==> config.mk <==
export PLATFORM = sky130hd
export DESIGN_NAME = bmdma_regfile
export DESIGN_NICKNAME = d
export VERILOG_FILES = /design/src/rtl/bmdma_pkg.sv /design/src/rtl/bmdma_status.sv /design/src/rtl/bmdma_chan.sv /design/src/rtl/bmdma_regfile.sv
export SDC_FILE = /design/constraint.sdc
export NUM_CORES = 1
export LEC_CHECK = 0
export ABC_AREA = 1
export BUFFER_PORTS_ARGS = -buffer_cell sky130_fd_sc_hd__buf_4
export CORE_MARGIN = 2
export CORE_UTILIZATION = 45
export CTS_BUF_LIST = sky130_fd_sc_hd__clkbuf_8
export DETAILED_ROUTE_END_ITERATION = 8
export GPL_TIMING_DRIVEN = 0
export PLACE_DENSITY = 0.71
export SLEW_MARGIN = 15
export SYNTH_ARGS = -nofsm -noshare
export SYNTH_HDL_FRONTEND = slang
export SYNTH_SLANG_ARGS = --single-unit
export TNS_END_PERCENT = 20
==> constraint.sdc <==
create_clock -name clk -period 3.15 [get_ports clk]
set_clock_uncertainty 0.1 [all_clocks]
set_input_delay 0.63 -clock clk [delete_from_list [all_inputs] [get_ports clk]]
set_output_delay 0.63 -clock clk [all_outputs]
set_load 0.005 [all_outputs]
==> src/rtl/bmdma_pkg.sv <==
package bmdma_pkg;
  localparam int WIN_BYTES = 8;
  localparam int OFF_CMD   = 0;
  localparam int OFF_STAT  = 2;
  localparam int OFF_PTR   = 4;
  localparam int PTR_BYTES = WIN_BYTES - OFF_PTR;
  localparam int CMD_START = 0;
  localparam int CMD_DIR   = 3;
  localparam int ST_ACT    = 0;
  localparam int ST_ERR    = 1;
  localparam int ST_IRQ    = 2;
  localparam int ST_CAP0   = 5;
  localparam int ST_CAP1   = 6;
  localparam logic [7:0] RD_NONE = 8'hFF;
endpackage

==> src/rtl/bmdma_status.sv <==
module bmdma_status
  import bmdma_pkg::*;
(
  input  logic       clk,
  input  logic       rst_n,
  input  logic       wr,
  input  logic [7:0] wdata,
  input  logic       busy,
  input  logic       err_set,
  input  logic       irq_set,
  output logic [7:0] stat
);
  logic       act_q, err_q, irq_q;
  logic [1:0] cap_q;

  always_ff @(posedge clk) begin
    if (!rst_n) begin
      act_q <= 1'b0;
      err_q <= 1'b0;
      irq_q <= 1'b0;
      cap_q <= 2'b00;
    end else begin
      act_q <= busy;
      // a set pulse beats a same-cycle clear
      err_q <= err_set | (err_q & ~(wr & wdata[ST_ERR]));
      irq_q <= irq_set | (irq_q & ~(wr & wdata[ST_IRQ]));
      if (wr) cap_q <= wdata[ST_CAP1:ST_CAP0];
    end
  end

  always_comb begin
    stat                  = '0;
    stat[ST_ACT]          = act_q;
    stat[ST_ERR]          = err_q;
    stat[ST_IRQ]          = irq_q;
    stat[ST_CAP1:ST_CAP0] = cap_q;
  end

  assert_cap_load_R4: assert property (@(posedge clk) disable iff (!rst_n)
    wr |=> stat[ST_CAP1:ST_CAP0] == $past(wdata[ST_CAP1:ST_CAP0]));
  assert_act_high_R5: assert property (@(posedge clk) disable iff (!rst_n)
    busy |=> stat[ST_ACT]);
  assert_act_low_R5: assert property (@(posedge clk) disable iff (!rst_n)
    !busy |=> !stat[ST_ACT]);
  assert_w1c_irq_R6: assert property (@(posedge clk) disable iff (!rst_n)
    wr && wdata[ST_IRQ] && !irq_set |=> !stat[ST_IRQ]);
  assert_w1c_err_R6: assert property (@(posedge clk) disable iff (!rst_n)
    wr && wdata[ST_ERR] && !err_set |=> !stat[ST_ERR]);
  assert_set_wins_R7: assert property (@(posedge clk) disable iff (!rst_n)
    irq_set |=> stat[ST_IRQ]);
  assert_err_set_R7: assert property (@(posedge clk) disable iff (!rst_n)
    err_set |=> stat[ST_ERR]);
  assert_irq_hold_R7: assert property (@(posedge clk) disable iff (!rst_n)
    !wr && !irq_set |=> $stable(stat[ST_IRQ]));
endmodule

==> src/rtl/bmdma_chan.sv <==
module bmdma_chan
  import bmdma_pkg::*;
(
  input  logic                   clk,
  input  logic                   rst_n,
  input  logic                   wr,
  input  logic [2:0]             off,
  input  logic [7:0]             wdata,
  input  logic                   busy,
  input  logic                   err_set,
  input  logic                   irq_set,
  output logic [7:0]             rdata,
  output logic                   eng_start,
  output logic                   eng_dir,
  output logic [8*PTR_BYTES-1:0] eng_ptr,
  output logic                   irq
);
  localparam int PIDX_W = $clog2(PTR_BYTES);

  logic       start_q, dir_q;
  logic [7:0] stat;
  logic [7:0] ptr_b [PTR_BYTES];
  logic [7:0] cmd_byte;

  always_ff @(posedge clk) begin
    if (!rst_n) begin
      start_q <= 1'b0;
      dir_q   <= 1'b0;
    end else if (wr && off == 3'(OFF_CMD)) begin
      start_q <= wdata[CMD_START];
      dir_q   <= wdata[CMD_DIR];
    end
  end

  bmdma_status u_stat (
    .clk     (clk),
    .rst_n   (rst_n),
    .wr      (wr && off == 3'(OFF_STAT)),
    .wdata   (wdata),
    .busy    (busy),
    .err_set (err_set),
    .irq_set (irq_set),
    .stat    (stat)
  );

  for (genvar b = 0; b < PTR_BYTES; b++) begin : g_ptr
    localparam logic [7:0] KEEP = (b == 0) ? 8'hFC : 8'hFF;
    always_ff @(posedge clk) begin
      if (!rst_n)                             ptr_b[b] <= 8'h00;
      else if (wr && off == 3'(OFF_PTR + b))  ptr_b[b] <= wdata & KEEP;
    end
    assign eng_ptr[8*b +: 8] = ptr_b[b];
  end

  always_comb begin
    cmd_byte            = '0;
    cmd_byte[CMD_START] = start_q;
    cmd_byte[CMD_DIR]   = dir_q;
  end

  always_comb begin
    rdata = RD_NONE;
    if (off == 3'(OFF_CMD))           rdata = cmd_byte;
    else if (off == 3'(OFF_STAT))     rdata = stat;
    else if (off >= 3'(OFF_PTR))      rdata = ptr_b[off[PIDX_W-1:0]];
  end

  assign eng_start = start_q;
  assign eng_dir   = dir_q;
  assign irq       = stat[ST_IRQ];

  assert_cmd_start_R3: assert property (@(posedge clk) disable iff (!rst_n)
    wr && off == 3'(OFF_CMD) |=> eng_start == $past(wdata[CMD_START]));
  assert_ptr_byte_R8: assert property (@(posedge clk) disable iff (!rst_n)
    wr && off == 3'(OFF_PTR + 1) |=> eng_ptr[15:8] == $past(wdata));
  assert_hole_write_R11: assert property (@(posedge clk) disable iff (!rst_n)
    wr && off[0] && !off[2] |=> $stable(eng_start) && $stable(eng_dir));
endmodule

==> src/rtl/bmdma_regfile.sv <==
module bmdma_regfile
  import bmdma_pkg::*;
#(
  parameter int NCH    = 2,
  parameter int ADDR_W = $clog2(NCH) + $clog2(WIN_BYTES)
) (
  input  logic                       clk,
  input  logic                       rst_n,
  input  logic [ADDR_W-1:0]          io_addr,
  input  logic                       io_we,
  input  logic [7:0]                 io_wdata,
  output logic [7:0]                 io_rdata,
  input  logic [NCH-1:0]             eng_busy,
  input  logic [NCH-1:0]             eng_err_pulse,
  input  logic [NCH-1:0]             eng_irq_pulse,
  output logic [NCH-1:0]             eng_start,
  output logic [NCH-1:0]             eng_dir,
  output logic [NCH*8*PTR_BYTES-1:0] eng_ptr,
  output logic [NCH-1:0]             irq
);
  localparam int OFF_W = $clog2(WIN_BYTES);
  localparam int CH_W  = ADDR_W - OFF_W;
  localparam int PW    = 8 * PTR_BYTES;

  logic [CH_W-1:0] ch_sel;
  logic [2:0]      off;
  logic [7:0]      ch_rdata [NCH];

  assign ch_sel = io_addr[ADDR_W-1:OFF_W];
  assign off    = io_addr[OFF_W-1:0];

  for (genvar c = 0; c < NCH; c++) begin : g_ch
    bmdma_chan u_chan (
      .clk       (clk),
      .rst_n     (rst_n),
      .wr        (io_we && ch_sel == CH_W'(c)),
      .off       (off),
      .wdata     (io_wdata),
      .busy      (eng_busy[c]),
      .err_set   (eng_err_pulse[c]),
      .irq_set   (eng_irq_pulse[c]),
      .rdata     (ch_rdata[c]),
      .eng_start (eng_start[c]),
      .eng_dir   (eng_dir[c]),
      .eng_ptr   (eng_ptr[PW*c +: PW]),
      .irq       (irq[c])
    );
  end

  assign io_rdata = ch_rdata[ch_sel];

  assert_hole_read_R2: assert property (@(posedge clk) disable iff (!rst_n)
    off[0] && !off[2] |-> io_rdata == RD_NONE);
  assert_irq_follow_R9: assert property (@(posedge clk) disable iff (!rst_n)
    (io_we && ch_sel == '0 && off == 3'(OFF_STAT) && io_wdata[ST_IRQ] && !eng_irq_pulse[0])
      |=> !irq[0]);
endmodule

# --- After elaboration in Yosys (flattened, before gate mapping) ---
# Memories as Yosys holds them, arrays and structs flattened.
# Index checks and enable logic that the tools add are counted.
totals:
  inputBits: 21
  mem_bits_rw: 64
  latch_bits: 0
  out_inout_bits: 78
  register_bits: 14
  memories: 2
  mem_bits_ro: 0
mem_list:
  columns: ["name", "depth", "width", "rd", "rd_ports_with_merged_regs", "wr", "line", "rtl"]
  rows:
  - ["g_ch[0].u_chan.ptr_b", 4, 8, 5, 0, 4, "bmdma_chan.sv:22", "logic [7:0] ptr_b [PTR_BYTES];"]
  - ["g_ch[1].u_chan.ptr_b", 4, 8, 5, 0, 4, "bmdma_chan.sv:22", null]
op_classes:
  n_reduce_logical: 15
  div: 0
  n_lt_le_gt_ge: 2
  bitwise: 26
  multipliers: 0
  n_mux: 42
  n_addsub: 0
  eq_ne: 5
  shifts: 0
op_table:
  columns: ["op", "n"]
  rows:
  - ["$mux W8", 17]
  - ["$mux W1", 25]
  - ["$logic_and A1 B1 Y1", 14]
  - ["$eq A3 B3 Y1 const B", 4]
  - ["$or A1 B1 Y1", 12]
  - ["$and A1 B1 Y1", 8]
  - ["$not A1 Y1", 5]
  - ["$eq A3 B2 Y1 const B", 1]
  - ["$ge A3 B3 Y1 const B", 1]
  - ["$logic_not A3 Y1", 1]
  - ["$ge A2 B2 Y1 const B", 1]
  - ["$not A1 Y2", 1]

# --- Depth between registers and ports, before layout ---
logic_depth:
  ltp_word: 7
  ltp_mapped: 10
  depth_no_buf: 9

# --- By module ---
# From an unflattened synthesis, not the netlist that was laid out.
unflattened:
  hier_cells: 471
  hier_area_um2: 3827.4
by_module_without_submodules:
  columns: ["module", "cells_each", "n_inst", "area_per_inst_um2"]
  rows:
  - ["bmdma_chan at g_ch[1].u_chan", 191, 1, 1635.3]
  - ["bmdma_chan at g_ch[0].u_chan", 190, 1, 1632.8]
  - ["bmdma_status", 30, 2, 221.5]
  - ["bmdma_regfile", 30, 1, 116.4]

# --- Least setup slack after synthesis ---
# OpenSTA, ideal clock, no wires.
synth_timing:
  path_kind: "in2out"
  startpoint: "input io_addr[2]"
  endpoint: "output io_rdata[2]"
  slack_ns: 0.846
  path_stages: 7
  n_path_buf: 2
  t_arrival_ns: 1.574
  t_required_ns: 2.420
  cell_sequence: "buf_2 inv_1 nand2_1 buf_2 or2_2 nand4_1 o21ai_1"
synth_between:
  elab_chain_cells: 7
  word_cells_on_any_way: 12
  classes_between: "1 x order compare; 1 x eq/ne; 9 x mux; 1 x reduce/logical"
synth_lines:
  columns: ["item", "line", "rtl"]
  rows:
  - ["start, declared", "bmdma_regfile.sv:9", "input logic [ADDR_W-1:0] io_addr,"]
  - ["$ge A3 B3 Y1", "bmdma_chan.sv:65", "else if (off >= 3'(OFF_PTR)) rdata = ptr_b[off[PIDX_W-1:0]];"]
  - ["$mux W8", "bmdma_chan.sv:65", null]
  - ["$mux W8", "bmdma_chan.sv:64", "else if (off == 3'(OFF_STAT)) rdata = stat;"]
  - ["$mux W8", "bmdma_chan.sv:63", "if (off == 3'(OFF_CMD)) rdata = cmd_byte;"]
  - ["$mux W8 (implied by the code) (*) (3 in a row)", "bmdma_regfile.sv:50", "assign io_rdata = ch_rdata[ch_sel];"]
  - ["end, declared", "bmdma_regfile.sv:12", "output logic [7:0] io_rdata,"]
# Mark *: on every way between the ends. The rest lies on a longest branch, timed or not. The select of a mux whose other input is x is not followed.

# --- Worst setup path after layout ---
layout_timing:
  startpoint: "input io_addr[0]"
  endpoint: "output io_rdata[0]"
layout_between:
  elab_chain_cells: 7
  word_cells_on_any_way: 14
  classes_between: "1 x order compare; 1 x eq/ne; 9 x mux; 1 x reduce/logical; 2 x memory"
layout_lines:
  columns: ["item", "line"]
  rows:
  - ["$ge A3 B3 Y1 / $mem_v2 Z4 W8 (equally long branches)", null]
  - ["$mux W8", "bmdma_chan.sv:65"]
  - ["$mux W8", "bmdma_chan.sv:64"]
  - ["$mux W8", "bmdma_chan.sv:63"]
  - ["$mux W8 (implied by the code) (*) (3 in a row)", "bmdma_regfile.sv:50"]
# Marked as above.

==> results.yml <==
outcome:
  status: "complete, no violations"
detailed_routing:
  vias: 3387
  vias_per_cell: 5.46
  totalWireLength_um: 11300
  drtIter0Drc: 277
  final_antenna_net_count: 0
  dr.pass1.iters: 5
  drcViolationCount: 0
  wl_per_cell_um: 18.2
floorplanning:
  die-area_um2: 8690
  core_um2: 7730
  start_util: 0.464
  die_y_um: 93.2
  die_w_um: 93.2
  boundaryPins: 99
  rows: 32
worst_setup_path:
  worstPathMaxFanout: 10
  max_stage_delay_ps: 280
  crit_required_ps: 2420
  worstSetupStartpoint: "io_addr[0]"
  critPathLaunchType: "input port"
  end_kind: "primary output"
  reg2reg_from: "g_ch[0].u_chan.eng_dir"
  ff2ff_setup_slack_ps: 2360
  cp.arrival_ps: 2150
  cp_cell_sequence: "buf_4 > buf_4 > nand2_1 > clkinv_1 > nand2_1 > nand4_1 > nand2_1 > nand2_1 > nand2_1 > inv_1 > buf_4"
  cpMostUsedCell: "nand2_1"
  worstRegToRegCells: 2
  cp_slowest_cell: "clkinv_1"
  worstSetupPathType: "in -> out"
placed_design:
  post_dp_cell_area_um2: 4410
  gp_congestion: 0.988
  portBuffers: 92
  hpwl_um: 8260
synth:
  yosysSeqAreaShare: 0.581
  synth_area_um2: 3580
  yosysTopAreaCell: "edfxtp_1"
  avgSynthCellArea_um2: 8.80
  synth_edf_count: 60
  synthDistinctLibCells: 25
  synth_top_area_share: 0.503
  synthCells: 407
  ys.flop_type: "edfxtp_1"
  yosys-top-cells-count: "nand2_1, nor2_1, edfxtp_1"
  synthArstFlopShare: 0
  synth_area_leaders: "edfxtp_1, nand2_1, dfxtp_1, nor2_1, nand4_1"
  ys_seq_elements: 74
  synth_most_common_cell: "nand2_1"
  yosys_warnings: 0
power_and_ir_drop:
  power_frac_comb: 0.142
  cell_internal_pwr_uw: 1700
  peakVddDrop_uv: 295
  switchingPower_uw: 620
  pwr-share-seq: 0.494
  clkPwrFrac: 0.364
  power_density_nw_per_um2: 501
  static-leakage-power_uw: 0.00207
  switching_share: 0.267
clock_network:
  cts.path.max_buffers: 2
  clk_pin_slew_ps: 80
  numCtsBuffers: 9
  hold_buffers: 0
  cts_resized: 0
  numClockSinks: 74
  worstSkewPairLatency_ps: 350
  root_buffer: "clkbuf_8"
  h-tree-depth: 3
  cts_tree: "built"
  cts_setup_buffers: 0
global_route:
  grt_pass1_wl_um: 16600
  gr-usage-all-layers: 0.259
  grt_pass1_vias: 3138
  grt_max_degree: 15
  grt_overflow: 0
  antenna_found_initial: 0
min_path:
  min_path_type: "in -> reg"
  whs_path_depth: 3
  hold_start: "eng_busy[0]"
sta:
  hold_violations: 0
  finalSetupViolCount: 0
  relSlewSlack: 0.197
  worst_slew_pin_slew_ps: 1190
  rsz0062_at_grt: "false"
  min_period_ps: 2880
  tns_ps: 0
  fmax_mhz: 347
  post-route-period-util: 0.916
  slew_viol_final: 0
finish:
  drive_above_1_share: 0.278
  antenna_cells: 0
  fin_util: 0.600
  nets: 534
  syn_to_final_growth_pct: 29.4
  stdcell_area_um2: 4640
job:
  drv_cap: 0
==> worst paths after layout <==
check,to
worst max register to register,g_ch[0].u_chan.eng_dir
worst max-delay path,io_rdata[0]
worst min-delay path,g_ch[0].u_chan.u_stat.act_q
worst min register to register,g_ch[1].u_chan.u_stat.err_q
==> power groups by stage <==
stage / registers, µW / clock network (µW) / logic (µW)
final: 1150 / 847 / 330
after global routing: 1150 / 868 / 355
after CTS: 1150 / 838 / 327
after detailed placement: 1170 / 0 / 325
after global placement: 1170 / 0 / 320
after floorplan: 1160 / 0 / 146
==> layout make-up <==
type	instances	area (µm²)
inverters	35	134
repair buffers	92	691
fillers	700	3090
multi-input cells	276	1220
clock buffers	9	124
plain buffers	25	154
well taps	102	128
flip-flops and latches	74	2080
clock inverters	7	101
==> metal layers <==
metal  vias up  GRT usage  wire length (µm)
met5         -          0                 0
met4         0      0.105               352
met3        29     0.0403               905
met2       187      0.433              5520
met1      1624      0.336              4500
li1       1547          -                 -
==> worst max-delay path, delay by kind of cell <==
family / cells / cell delay, ps
simple gates: 6 / 760
buf+inv: 5 / 760
==> through the flow <==
step	power [µW]	hold WS (ps)	setup WS, ps	cells
final	2320	355	265	620
after detailed placement	1490	364	231	604
after CTS	2310	359	319	620
after floorplan	1310	339	846	410
after global placement	1490	363	290	604
after global routing	2380	377	212	620
==> registers in the layout (all words and copies together), names as in the netlist <==
register / cells
g_ch.u_chan.eng_dir: 2
g_ch.u_chan.eng_start: 2
g_ch.u_chan.u_stat.cap_q: 4
g_ch.u_chan.ptr_b: 60
g_ch.u_chan.u_stat.act_q: 2
g_ch.u_chan.u_stat.err_q: 2
g_ch.u_chan.u_stat.irq_q: 2
==> placed cells by master, fill, tap and decap left out <==
cell          n
nand2_1     112
buf_4       105
inv_4         1
nand4_4       1
clkinv_1      6
dfxtp_1      14
buf_1         1
nor2_2        1
conb_1        4
inv_2         1
edfxtp_1     60
or2_2         6
buf_2         9
clkbuf_8      9
a21oi_1      20
o21ai_1       5
inv_1        27
nand4_2       1
bufinv_16     2
nand4_1      21
inv_6         2
nand3_1      13
nor2_4        2
clkinv_4      1
o31ai_1       2
clkinvlp_4    2
clkbuf_1      2
nor2_1       71
nand2_2       1
o21ai_0      16
==> cells by family after synthesis <==
group	share of synthesized area
AOI/OAI and AO/OA	0.0615
and+or+nand+nor	0.276
DFF	0.581
other	0.00105
buffers and inverters	0.0803
No activity file was read; power rests on OpenSTA's default activity.
